===== src/rtl/yuvrgb_pkg.sv =====
package yuvrgb_pkg;

   typedef enum logic [1:0] {
      FMT_YUV422     = 2'b00,
      FMT_RGB565     = 2'b01,
      FMT_LUMA       = 2'b10,
      FMT_YUV422_ALT = 2'b11
   } pix_fmt_e;

   // Fixed-point coefficient from a value in thousandths, rounded to nearest
   function automatic int fix_coef(input int milli, input int frac_w);
      int mag;
      mag = milli < 0 ? -milli : milli;
      mag = (mag * (1 << frac_w) + 500) / 1000;
      return milli < 0 ? -mag : mag;
   endfunction

   // Per-channel matrix terms in thousandths: channel 0 red, 1 green, 2 blue
   function automatic int luma_milli(input int ch);
      return ch >= 0 ? 1164 : 0;
   endfunction

   function automatic int cb_milli(input int ch);
      case (ch)
         1:       return -391;
         2:       return 2018;
         default: return 0;
      endcase
   endfunction

   function automatic int cr_milli(input int ch);
      case (ch)
         0:       return 1596;
         1:       return -813;
         default: return 0;
      endcase
   endfunction

endpackage


===== src/rtl/yuvrgb_front.sv =====
module yuvrgb_front
   import yuvrgb_pkg::*;
#(
   parameter int DATA_W    = 8,
   parameter bit BYPASS_EN = 1'b1
) (
   input  logic                     clk,
   input  logic                     rst_n,
   input  logic                     offset_bin,
   input  logic [1:0]               fmt,
   input  logic                     line_ref,
   input  logic [DATA_W-1:0]        y_in,
   input  logic [DATA_W-1:0]        c_in,
   output logic                     s1_active,
   output logic                     s1_bypass,
   output logic signed [DATA_W:0]   s1_yd,
   output logic signed [DATA_W-1:0] s1_cb,
   output logic signed [DATA_W-1:0] s1_cr,
   output logic [DATA_W-1:0]        s1_r,
   output logic [DATA_W-1:0]        s1_g,
   output logic [DATA_W-1:0]        s1_b
);

   localparam int YOFS = 16 << (DATA_W - 8);

   logic                     lr_q;
   logic                     phase_q;   // 1: next pixel carries Cr
   logic signed [DATA_W-1:0] cb_hold;
   logic signed [DATA_W-1:0] cr_hold;
   logic                     rise;
   logic                     cur_cr;
   logic signed [DATA_W-1:0] c_signed;
   logic signed [DATA_W-1:0] cb_use;
   logic signed [DATA_W-1:0] cr_use;
   logic signed [DATA_W:0]   yd_d;
   logic                     luma_only;
   logic                     byp_d;
   logic [DATA_W-1:0]        r_x, g_x, b_x;

   assign rise      = line_ref & ~lr_q;
   assign cur_cr    = rise ? 1'b0 : phase_q;
   // offset binary: flipping the sign bit subtracts the mid code
   assign c_signed  = {c_in[DATA_W-1] ^ offset_bin, c_in[DATA_W-2:0]};
   assign yd_d      = $signed({1'b0, y_in}) - (DATA_W+1)'(YOFS);
   assign luma_only = (fmt == FMT_LUMA);

   always_comb begin
      if (luma_only) begin
         cb_use = '0;
         cr_use = '0;
      end else if (cur_cr) begin
         cb_use = cb_hold;
         cr_use = c_signed;
      end else begin
         cb_use = c_signed;
         cr_use = rise ? '0 : cr_hold;
      end
   end

   generate
      if (BYPASS_EN) begin : g_bypass
         logic [4:0] r5, b5;
         logic [5:0] g6;
         assign r5    = c_in[7:3];
         assign g6    = {c_in[2:0], y_in[7:5]};
         assign b5    = y_in[4:0];
         assign r_x   = {r5, r5[4:2]};
         assign g_x   = {g6, g6[5:4]};
         assign b_x   = {b5, b5[4:2]};
         assign byp_d = (fmt == FMT_RGB565);
      end else begin : g_no_bypass
         assign r_x   = '0;
         assign g_x   = '0;
         assign b_x   = '0;
         assign byp_d = 1'b0;
      end
   endgenerate

   // chroma phase and held samples
   always_ff @(posedge clk or negedge rst_n) begin
      if (!rst_n) begin
         lr_q    <= 1'b0;
         phase_q <= 1'b0;
         cb_hold <= '0;
         cr_hold <= '0;
      end else begin
         lr_q <= line_ref;
         if (line_ref) begin
            phase_q <= ~cur_cr;
            if (cur_cr) cr_hold <= c_signed;
            else        cb_hold <= c_signed;
            if (rise)   cr_hold <= '0;
         end
      end
   end

   // stage 1 register
   always_ff @(posedge clk or negedge rst_n) begin
      if (!rst_n) begin
         s1_active <= 1'b0;
         s1_bypass <= 1'b0;
         s1_yd     <= '0;
         s1_cb     <= '0;
         s1_cr     <= '0;
         s1_r      <= '0;
         s1_g      <= '0;
         s1_b      <= '0;
      end else begin
         s1_active <= line_ref;
         s1_bypass <= byp_d;
         s1_yd     <= yd_d;
         s1_cb     <= cb_use;
         s1_cr     <= cr_use;
         s1_r      <= r_x;
         s1_g      <= g_x;
         s1_b      <= b_x;
      end
   end

   logic past_ok;
   always_ff @(posedge clk or negedge rst_n) begin
      if (!rst_n) past_ok <= 1'b0;
      else        past_ok <= 1'b1;
   end

   AST_PHASE_ALT: assert property (@(posedge clk) disable iff (!rst_n)
      (past_ok && $past(line_ref) && $past(lr_q)) |-> (phase_q != $past(phase_q))) else $error("phase did not alternate");

   AST_CR_CLEAR: assert property (@(posedge clk) disable iff (!rst_n)
      (past_ok && $past(line_ref) && !$past(lr_q)) |-> (cr_hold == '0)) else $error("Cr not cleared at line start");

endmodule


===== src/rtl/yuvrgb_chan.sv =====
module yuvrgb_chan #(
   parameter int DATA_W = 8,
   parameter int FRAC_W = 10,
   parameter int KY     = 1192,
   parameter int KCB    = 0,
   parameter int KCR    = 1634
) (
   input  logic                     clk,
   input  logic                     rst_n,
   input  logic                     active_i,
   input  logic                     bypass_i,
   input  logic [DATA_W-1:0]        byp_i,
   input  logic signed [DATA_W:0]   yd_i,
   input  logic signed [DATA_W-1:0] cb_i,
   input  logic signed [DATA_W-1:0] cr_i,
   output logic [DATA_W-1:0]        code_o
);

   localparam int ACC_W = DATA_W + FRAC_W + 6;
   localparam logic signed [ACC_W-1:0] KY_S     = ACC_W'(KY);
   localparam logic signed [ACC_W-1:0] KCB_S    = ACC_W'(KCB);
   localparam logic signed [ACC_W-1:0] KCR_S    = ACC_W'(KCR);
   localparam logic signed [ACC_W-1:0] RND      = ACC_W'(1 << (FRAC_W - 1));
   localparam logic signed [ACC_W-1:0] CODE_MAX = ACC_W'((1 << DATA_W) - 1);

   logic signed [ACC_W-1:0] yd_x, cb_x, cr_x;
   logic signed [ACC_W-1:0] sum_d;
   logic signed [ACC_W-1:0] acc_q;
   logic                    act_q, byp_q;
   logic [DATA_W-1:0]       bval_q;
   logic signed [ACC_W-1:0] scaled;
   logic [DATA_W-1:0]       sat;

   assign yd_x  = {{(ACC_W-DATA_W-1){yd_i[DATA_W]}}, yd_i};
   assign cb_x  = {{(ACC_W-DATA_W){cb_i[DATA_W-1]}}, cb_i};
   assign cr_x  = {{(ACC_W-DATA_W){cr_i[DATA_W-1]}}, cr_i};
   assign sum_d = yd_x * KY_S + cb_x * KCB_S + cr_x * KCR_S + RND;

   // stage 2: products summed with rounding offset
   always_ff @(posedge clk or negedge rst_n) begin
      if (!rst_n) begin
         acc_q  <= '0;
         act_q  <= 1'b0;
         byp_q  <= 1'b0;
         bval_q <= '0;
      end else begin
         acc_q  <= sum_d;
         act_q  <= active_i;
         byp_q  <= bypass_i;
         bval_q <= byp_i;
      end
   end

   assign scaled = acc_q >>> FRAC_W;

   always_comb begin
      if (scaled < 0)             sat = '0;
      else if (scaled > CODE_MAX) sat = '1;
      else                        sat = scaled[DATA_W-1:0];
   end

   // stage 3: clamp, path select, blanking
   always_ff @(posedge clk or negedge rst_n) begin
      if (!rst_n)      code_o <= '0;
      else if (!act_q) code_o <= '0;
      else if (byp_q)  code_o <= bval_q;
      else             code_o <= sat;
   end

   AST_SAT_HIGH: assert property (@(posedge clk) disable iff (!rst_n)
      (act_q && !byp_q && (scaled > CODE_MAX)) |=> (code_o == '1)) else $error("no high saturation");

   AST_SAT_LOW: assert property (@(posedge clk) disable iff (!rst_n)
      (act_q && !byp_q && (scaled < 0)) |=> (code_o == '0)) else $error("no low saturation");

endmodule


===== src/rtl/yuvrgb_pixel_conv.sv =====
module yuvrgb_pixel_conv
   import yuvrgb_pkg::*;
#(
   parameter int DATA_W    = 8,
   parameter int FRAC_W    = 10,
   parameter bit BYPASS_EN = 1'b1
) (
   input  logic              clk,
   input  logic              rst_n,
   input  logic              chroma_offset_bin,
   input  logic [1:0]        pix_fmt,
   input  logic              line_ref,
   input  logic [DATA_W-1:0] y_in,
   input  logic [DATA_W-1:0] c_in,
   output logic [DATA_W-1:0] r_out,
   output logic [DATA_W-1:0] g_out,
   output logic [DATA_W-1:0] b_out
);

   localparam int NCH = 3;

   generate
      if (DATA_W < 8 || DATA_W > 12) begin : g_bad_dw
         $error("DATA_W must lie in 8..12");
      end
      if (FRAC_W < 6 || FRAC_W > 14) begin : g_bad_fw
         $error("FRAC_W must lie in 6..14");
      end
      if (BYPASS_EN && DATA_W != 8) begin : g_bad_byp
         $error("5:6:5 bypass needs DATA_W of 8");
      end
   endgenerate

   logic                     s1_active, s1_bypass;
   logic signed [DATA_W:0]   s1_yd;
   logic signed [DATA_W-1:0] s1_cb, s1_cr;
   logic [DATA_W-1:0]        s1_r, s1_g, s1_b;
   logic [DATA_W-1:0]        byp_ch [NCH];
   logic [DATA_W-1:0]        code_ch [NCH];

   yuvrgb_front #(
      .DATA_W    (DATA_W),
      .BYPASS_EN (BYPASS_EN)
   ) u_front (
      .clk        (clk),
      .rst_n      (rst_n),
      .offset_bin (chroma_offset_bin),
      .fmt        (pix_fmt),
      .line_ref   (line_ref),
      .y_in       (y_in),
      .c_in       (c_in),
      .s1_active  (s1_active),
      .s1_bypass  (s1_bypass),
      .s1_yd      (s1_yd),
      .s1_cb      (s1_cb),
      .s1_cr      (s1_cr),
      .s1_r       (s1_r),
      .s1_g       (s1_g),
      .s1_b       (s1_b)
   );

   assign byp_ch[0] = s1_r;
   assign byp_ch[1] = s1_g;
   assign byp_ch[2] = s1_b;

   generate
      for (genvar ch = 0; ch < NCH; ch++) begin : g_chan
         yuvrgb_chan #(
            .DATA_W (DATA_W),
            .FRAC_W (FRAC_W),
            .KY     (fix_coef(luma_milli(ch), FRAC_W)),
            .KCB    (fix_coef(cb_milli(ch), FRAC_W)),
            .KCR    (fix_coef(cr_milli(ch), FRAC_W))
         ) u_chan (
            .clk      (clk),
            .rst_n    (rst_n),
            .active_i (s1_active),
            .bypass_i (s1_bypass),
            .byp_i    (byp_ch[ch]),
            .yd_i     (s1_yd),
            .cb_i     (s1_cb),
            .cr_i     (s1_cr),
            .code_o   (code_ch[ch])
         );
      end
   endgenerate

   assign r_out = code_ch[0];
   assign g_out = code_ch[1];
   assign b_out = code_ch[2];

   // clocks since reset, saturating, so $past depth 3 stays inside that window
   logic [1:0] warm_q;
   always_ff @(posedge clk or negedge rst_n) begin
      if (!rst_n)              warm_q <= '0;
      else if (warm_q != 2'd3) warm_q <= warm_q + 2'd1;
   end

   AST_BLANK_ZERO: assert property (@(posedge clk) disable iff (!rst_n)
      (warm_q == 2'd3 && !$past(line_ref, 3)) |-> (r_out == '0 && g_out == '0 && b_out == '0)) else $error("active output while blanked");

   AST_RESET_QUIET: assert property (@(posedge clk) disable iff (!rst_n)
      (warm_q != 2'd3) |-> (r_out == '0 && g_out == '0 && b_out == '0)) else $error("output before first pixel");

   AST_GRAY_LUMA: assert property (@(posedge clk) disable iff (!rst_n)
      (warm_q == 2'd3 && $past(line_ref, 3) && $past(pix_fmt, 3) == FMT_LUMA) |-> (r_out == g_out && g_out == b_out)) else $error("luma-only pixel not grey");

   generate
      if (BYPASS_EN) begin : g_byp_chk
         AST_BYPASS_FIELDS: assert property (@(posedge clk) disable iff (!rst_n)
            (warm_q == 2'd3 && $past(line_ref, 3) && $past(pix_fmt, 3) == FMT_RGB565)
            |-> (r_out[DATA_W-1:DATA_W-5] == $past(c_in[7:3], 3) && b_out[DATA_W-1:DATA_W-5] == $past(y_in[4:0], 3))) else $error("bypass fields misplaced");
      end
   endgenerate

endmodule


===== config.mk =====
export PLATFORM = sky130hd
export DESIGN_NAME = yuvrgb_pixel_conv
export DESIGN_NICKNAME = d
export VERILOG_FILES = /design/src/rtl/yuvrgb_pkg.sv /design/src/rtl/yuvrgb_front.sv /design/src/rtl/yuvrgb_chan.sv /design/src/rtl/yuvrgb_pixel_conv.sv
export SDC_FILE = /design/constraint.sdc
export NUM_CORES = 1
export LEC_CHECK = 0
export BUFFER_PORTS_ARGS = -buffer_cell sky130_fd_sc_hd__buf_2
export CORE_MARGIN = 10
export CORE_UTILIZATION = 58
export DETAILED_ROUTE_END_ITERATION = 16
export PLACE_DENSITY = 0.78
export SYNTH_ARGS = -nofsm -noshare
export SYNTH_HDL_FRONTEND = slang
export SYNTH_SLANG_ARGS = --single-unit

===== constraint.sdc =====
create_clock -name clk -period 6.9 [get_ports clk]
set_input_delay 1.035 -clock clk [delete_from_list [all_inputs] [get_ports clk]]
set_output_delay 1.035 -clock clk [all_outputs]
set_load 0.02 [all_outputs]

# [Word-level counts from Yosys, hierarchy flattened]
# Index checks and enable logic that the tools add are counted.
[op_classes] multipliers=5 n_eq_ne=2 magnitude_cmp=6 bitwise_logic=4 n_mux=20 reduce_logical=2 add_sub_neg=8
[ops] op="8-bit two-way mux" count=19
[ops] op="24-bit adder" count=4
[ops] op="24-bit by 11-bit adder with 24-bit output, second input constant" count=3
[ops] op="14-bit by 9-bit greater-than comparator with 1-bit output, second input constant" count=3
[ops] op="14-bit by 1-bit less-than comparator with 1-bit output, second input constant" count=3
[ops] op="8-bit by 11-bit multiplier with 19-bit output, second input constant" count=2
[ops] op="8-bit by 12-bit multiplier with 20-bit output, second input constant" count=1
[ops] op="9-bit by 9-bit multiplier with 18-bit output, second input constant" count=1
[ops] op="8-bit by 6-bit multiplier with 14-bit output, second input constant" count=1
[ops] op="8-bit by 5-bit subtractor with 9-bit output, second input constant" count=1
[ops] op="2-bit by 1-bit equality test with 1-bit output, second input constant" count=1
[ops] op="2-bit equality test, second input constant" count=1
[ops] op="1-bit NOT" count=2
[ops] op="2-bit AND reduction" count=1
[ops] op="2-bit nonzero test" count=1
[ops] op="1-bit bitwise AND" count=1
[ops] op="1-bit two-way mux" count=1
[ops] op="1-bit XOR" count=1
[totals] out_inout_bits=24 wordCells=69 in_bits=22 register_bits=190

# [Longest topological paths before layout]
[depth] word_depth=5 ltp_mapped=26 ltp_nobuf=26

# [Hierarchy]
# Synthesis repeated with hierarchy kept, for this count alone.
[hier_totals] cells_unflattened=1790 hier_area_um2=17828.3
[by_module_without_submodules] mod="yuvrgb_chan (g_chan[1].u_chan)" seq_area_each_um2=800.8 cells_per_inst=715 n_inst=1 area_each_um2=7046.8
[by_module_without_submodules] mod="yuvrgb_chan (g_chan[0].u_chan)" seq_area_each_um2=775.7 cells_per_inst=477 n_inst=1 area_each_um2=4508.1
[by_module_without_submodules] mod="yuvrgb_chan (g_chan[2].u_chan)" seq_area_each_um2=775.7 cells_per_inst=445 n_inst=1 area_each_um2=4201.5
[by_module_without_submodules] mod="yuvrgb_front" seq_area_each_um2=1401.3 cells_per_inst=153 n_inst=1 area_each_um2=2072.0

# [Worst setup path before layout]
# No wires, ideal clock.
[synth_path] path_type="reg-to-reg" start="register u_front.s1_cr[2]" end="register g_chan[1].u_chan.acc_q[22]" setup_slack_ns=0.469 n_path_buf=0 period_less_slack_ns=6.431 t_arrival_ns=6.352 path_stages_with_launch=26 t_required_ns=6.821 setup_time_ns=0.079 cell_sequence="dfrtp_1 > inv_1 > fa_1 > inv_1 > ha_1 > inv_1 > fa_1 > fa_1 > inv_1 > ha_1 > a21o_1 > a21oi_1 > nor2b_2 > o221a_4 > o21a_1 > nand3_1 > or4b_1 > fa_1 > ha_1 > ha_1 > a21oi_1 > nor2_1 > nor2_1 > o31ai_2 > a21oi_1 > xor2_1"
[synth_between] elab_chain_len=3
[synth_lines] item="start, declared" line_no="yuvrgb_front.sv:18" text="output logic signed [DATA_W-1:0] s1_cr,"
[synth_lines] item="start signal, assigned" line_no="yuvrgb_front.sv:113" text="s1_cr <= cr_use;"
[synth_lines] item="8-bit by 11-bit multiplier with 19-bit output" line_no="yuvrgb_chan.sv:37" text="assign sum_d = yd_x * KY_S + cb_x * KCB_S + cr_x * KCR_S + RND;"
[synth_lines] item="24-bit adder" line_no="yuvrgb_chan.sv:37"
[synth_lines] item="24-bit by 11-bit adder with 24-bit output" line_no="yuvrgb_chan.sv:37"
[synth_lines] item="via g_chan[1].u_chan.sum_d[22]" line_no="yuvrgb_chan.sv:27" text="logic signed [ACC_W-1:0] sum_d;"
[synth_lines] item="end signal, assigned" line_no="yuvrgb_chan.sv:47" text="acc_q <= sum_d;"
[synth_lines] item="end, declared" line_no="yuvrgb_chan.sv:28" text="logic signed [ACC_W-1:0] acc_q;"
# The timed path passes the listed nets, and every way through them passes these cells.
# A chain may end at the register's enable or synchronous reset.

# [Worst setup path in the final report]
[layout_path] start="register u_front.s1_cr[3]" end="register g_chan[1].u_chan.acc_q[22]"
# Same word-level chain as after synthesis.

==> metrics.md <==
| Metric | Value |
|---|---|
| Fin crit share | 0.957 |
| Hold_ws | 0.348 ns |
| Worst R2R Setup Slack | 0.30 ns |
| Slew Limit Fails | 0 |
| # Max-Cap Violations | 0 |
| Die Y | 175 um |
| Die Outline Area | 30500 um2 |
| Ys flop type | dfrtp_1 |
| Via density | 5.60 |
| Setup violators final | 0 |
| Ant diodes | 0 |
| Achievable Freq | 151 MHz |
| Vias in the first global route | 10300 |
| Critical path launch point type | flop |
| Final HPWL DP | 25.3 mm |
| Grt ovf | 0 |
| Final setup TNS | 0 ns |
| Hold crit path type | flop to flop |
| Total CTS buffers | 17 |
| Worst R2R End | g_chan[1].u_chan.acc_q[22]$_DFF_PN0_ |
| R2r worst-path depth | 24 |
| Clk slew on worst S/H paths | 0.06 ns |
| WL per Instance | 17.9 um |
| Slew margin rel. | 0.246 |
| Req. time, crit path | 7.25 ns |
| Area grow syn2layout | 9.85% |
| Layout cells sized above 1 | 0.0915 |
| Core box area | 23500 um2 |
| Fin Clk Skew | 0.0119 ns |
| Tmin final | 6.60 ns |
| CP endpoint kind | flop |
| Unrepaired setup endpoints after global routing | false |
| Root Buffer | clkbuf_16 |
| Drt pass-1 iters | 5 |
| Min-delay src | u_front.s1_b[2]$_DFF_PN0_ |
| GPL Wtd Cong | 0.917 |
| Synth Cell Area | 13900 um2 |
| Outcome | completed |
| Worst-path maximum fanout | 6 |
| Worst R2R Start | u_front.s1_cr[3]$_DFF_PN0_ |
| Ports | 46 |
| Die width | 175 um |
| Hold path depth | 0 |
| Avg Cell Area, Syn | 9.90 um2 |
| DRC viols | 0 |
| Nets | 1869 |
| Syn_nets | 1808 |
| Initial DRC count | 577 |
| Largest net degree at the start of global routing | 83 |
| Worst-Skew Late Latency | 0.43 ns |
| Starting Density | 0.590 |
| Initial antenna violation count | 1 |
| Hold-fix buffers at CTS | 0 |
| WHS Endpoint | g_chan[2].u_chan.bval_q[2]$_DFF_PN0_ |
| Final std cells w/o fill | 1795 |
| Post-synth ARST share | 1.00 |
| Routed Wire Length | 32.1 mm |
| Yosys warnings | 0 |
| Critical path class | flop to flop |
| Placed Cells | 1764 |
| Routed Antenna Nets | 0 |
| Gate Count Post-Synth | 1403 |
| Post-synth EDFFs | 0 |
| Synth Register Bits | 140 |
| CTS sink count | 140 |
| Endpoints failing hold | 0 |
| WP data arrival | 6.96 ns |
| TritonCTS clock tree | built |
| Row count | 56 |
| IO Port Bufs | 45 |
| Netlist cell types | 70 |
| Clk buf depth | 2 |
| First-pass GRT wire length | 52.3 mm |
| Htree depth | 4 |
| Via Count | 10100 |
| Worst slew pin tran | 1.13 ns |
| Sequential element share of the synthesized area | 0.252 |
| Total track usage | 0.214 |
## cell usage in the layout, fill, tap and decap left out, types with 3 or more instances in the layout
cell type / synthesis / final
nor4_1: 3 / 3
inv_1: 221 / 220
and2_1: 3 / 3
inv_6: 0 / 4
mux2_2: 9 / 9
ha_1: 293 / 292
o211ai_1: 3 / 3
xnor2_1: 68 / 68
nand4_1: 9 / 9
or3_1: 3 / 3
nand2b_1: 14 / 14
fa_1: 90 / 89
nor3_1: 28 / 28
a31o_2: 3 / 3
bufinv_16: 0 / 3
nand3_1: 22 / 21
and3_1: 18 / 18
nor2_1: 71 / 71
nor2b_1: 17 / 17
a21oi_1: 84 / 81
clkinv_4: 0 / 4
a31oi_1: 6 / 6
dfrtp_1: 140 / 135
clkbuf_16: 0 / 17
o21ai_0: 59 / 56
a21o_1: 26 / 26
buf_4: 0 / 19
mux2i_1: 4 / 4
dfrtp_2: 0 / 5
xor2_1: 32 / 32
a211oi_1: 8 / 7
and4b_1: 3 / 3
buf_2: 2 / 44
o21ai_1: 2 / 4
o21a_1: 16 / 16
nand2_1: 55 / 55
o21bai_1: 8 / 8
a21boi_0: 16 / 16
a21oi_2: 0 / 3
## what timing repair did
item,in CTS,in global routing
setup buffers,0,0
resized for setup,1,22
setup endpoints to repair,1,10
hold endpoints to repair,0,0
pin swaps,1,2
## state kept, by name (all words and copies together) (netlist names)
register / cells
g_chan.u_chan.bval_q: 16
u_front.s1_r: 5
u_front.s1_b: 1
g_chan.u_chan.byp_q: 1
u_front.s1_g: 6
g_chan.u_chan.code_o: 24
u_front.phase_q: 1
u_front.cb_hold: 8
u_front.s1_cb: 8
u_front.s1_cr: 8
g_chan.u_chan.act_q: 1
g_chan.u_chan.acc_q: 42
u_front.s1_bypass: 1
u_front.lr_q: 1
u_front.cr_hold: 8
u_front.s1_yd: 9
## worst max-delay path, stage by stage (launching register included)
cell     delay, ns
dfrtp_2       0.41
inv_1         0.08
fa_2          0.61
inv_2         0.11
ha_1          0.19
a21o_1        0.18
fa_1          0.52
inv_1         0.06
fa_1          0.53
inv_1         0.04
ha_1          0.24
or4_4         0.55
o221a_4       0.23
o21a_1        0.21
nand3_1       0.08
or4b_4        0.51
fa_1          0.48
ha_1          0.31
ha_1          0.36
a21oi_1       0.14
nor2_1        0.05
nor2_1        0.17
o31ai_4       0.12
a21oi_1       0.19
xor2_1        0.15
## how the worst max path moves through the flow
stage                                                      end  slack [ns]                       start
after floorplan           g_chan[1].u_chan.acc_q[22]$_DFF_PN0_        0.47  u_front.s1_cr[2]$_DFF_PN0_
after global placement    g_chan[1].u_chan.acc_q[23]$_DFF_PN0_        0.26  u_front.s1_cr[3]$_DFF_PN0_
after detailed placement  g_chan[1].u_chan.acc_q[22]$_DFF_PN0_        0.04  u_front.s1_cr[3]$_DFF_PN0_
after CTS                 g_chan[1].u_chan.acc_q[22]$_DFF_PN0_        0.02  u_front.s1_cr[3]$_DFF_PN0_
after global routing      g_chan[1].u_chan.acc_q[23]$_DFF_PN0_        0.03  u_front.s1_cb[4]$_DFF_PN0_
final                     g_chan[1].u_chan.acc_q[22]$_DFF_PN0_        0.30  u_front.s1_cr[3]$_DFF_PN0_
## Yosys cell counts (all sizes together) (3+ instances only)
cell / number / area share
ha: 293 / 0.26
inv: 221 / 0.060
dfrtp: 140 / 0.25
fa: 90 / 0.13
a21oi: 84 / 0.030
nor2: 71 / 0.019
xnor2: 68 / 0.043
o21ai: 61 / 0.022
nand2: 55 / 0.015
xor2: 32 / 0.020
nor3: 28 / 0.010
a21o: 26 / 0.014
nand3: 22 / 0.0079
a21boi: 18 / 0.010
and3: 18 / 0.0081
nor2b: 18 / 0.0083
clkbuf: 17 / 0.0046
o21a: 16 / 0.0086
nand2b: 14 / 0.0063
mux2: 9 / 0.0073
nand4: 9 / 0.0041
a211oi: 8 / 0.0043
a31oi: 8 / 0.0045
o21bai: 8 / 0.0043
buf: 5 / 0.0026
mux2i: 4 / 0.0029
o211ai: 4 / 0.0025
a31o: 3 / 0.0019
and2: 3 / 0.0014
and4b: 3 / 0.0022
nor4: 3 / 0.0014
o31ai: 3 / 0.0020
or3: 3 / 0.0014
or4: 3 / 0.0019
## cell type report
class                      instances  area [um2]
clock buffer                      18         439
timing repair buffer              64         374
fill                            1913        8290
multi-input combinational       1020        9530
clock inverter                    13         179
tap                              319         399
inverter                         221         830
sequential                       140        3510
## stage by stage
stage | utilization | instance area [um2] | worst slack [ns]
after floorplan | - | 13900 | 0.469
after global placement | 0.619 | 14600 | 0.257
after detailed placement | 0.619 | 14600 | 0.0414
after CTS | 0.645 | 15200 | 0.0244
after global routing | 0.648 | 15300 | 0.0285
final | 0.648 | 15300 | 0.296
## logic make-up after synthesis
| logic type | Yosys count | synth area share |
|---|---|---|
| AO/OA/AOI/OAI | 264 | 0.121 |
| XOR/XNOR | 100 | 0.0631 |
| AND/OR/NAND/NOR | 260 | 0.0928 |
| multiplexers | 13 | 0.0102 |
| buffers and inverters | 243 | 0.0669 |
| flip-flops | 140 | 0.252 |
| adder cells (fa/ha/maj) | 383 | 0.394 |
## routing by layer
metal	vias up	routed length, um	global-route usage
li1	4873	-	-
met1	4899	13600	0.262
met2	222	15400	0.356
met3	66	1780	0.0483
met4	0	1280	0.0943
met5	-	0	0
Power is not shown: default switching activity piles up to over one toggle a cycle in this logic, so the estimate is an artifact.
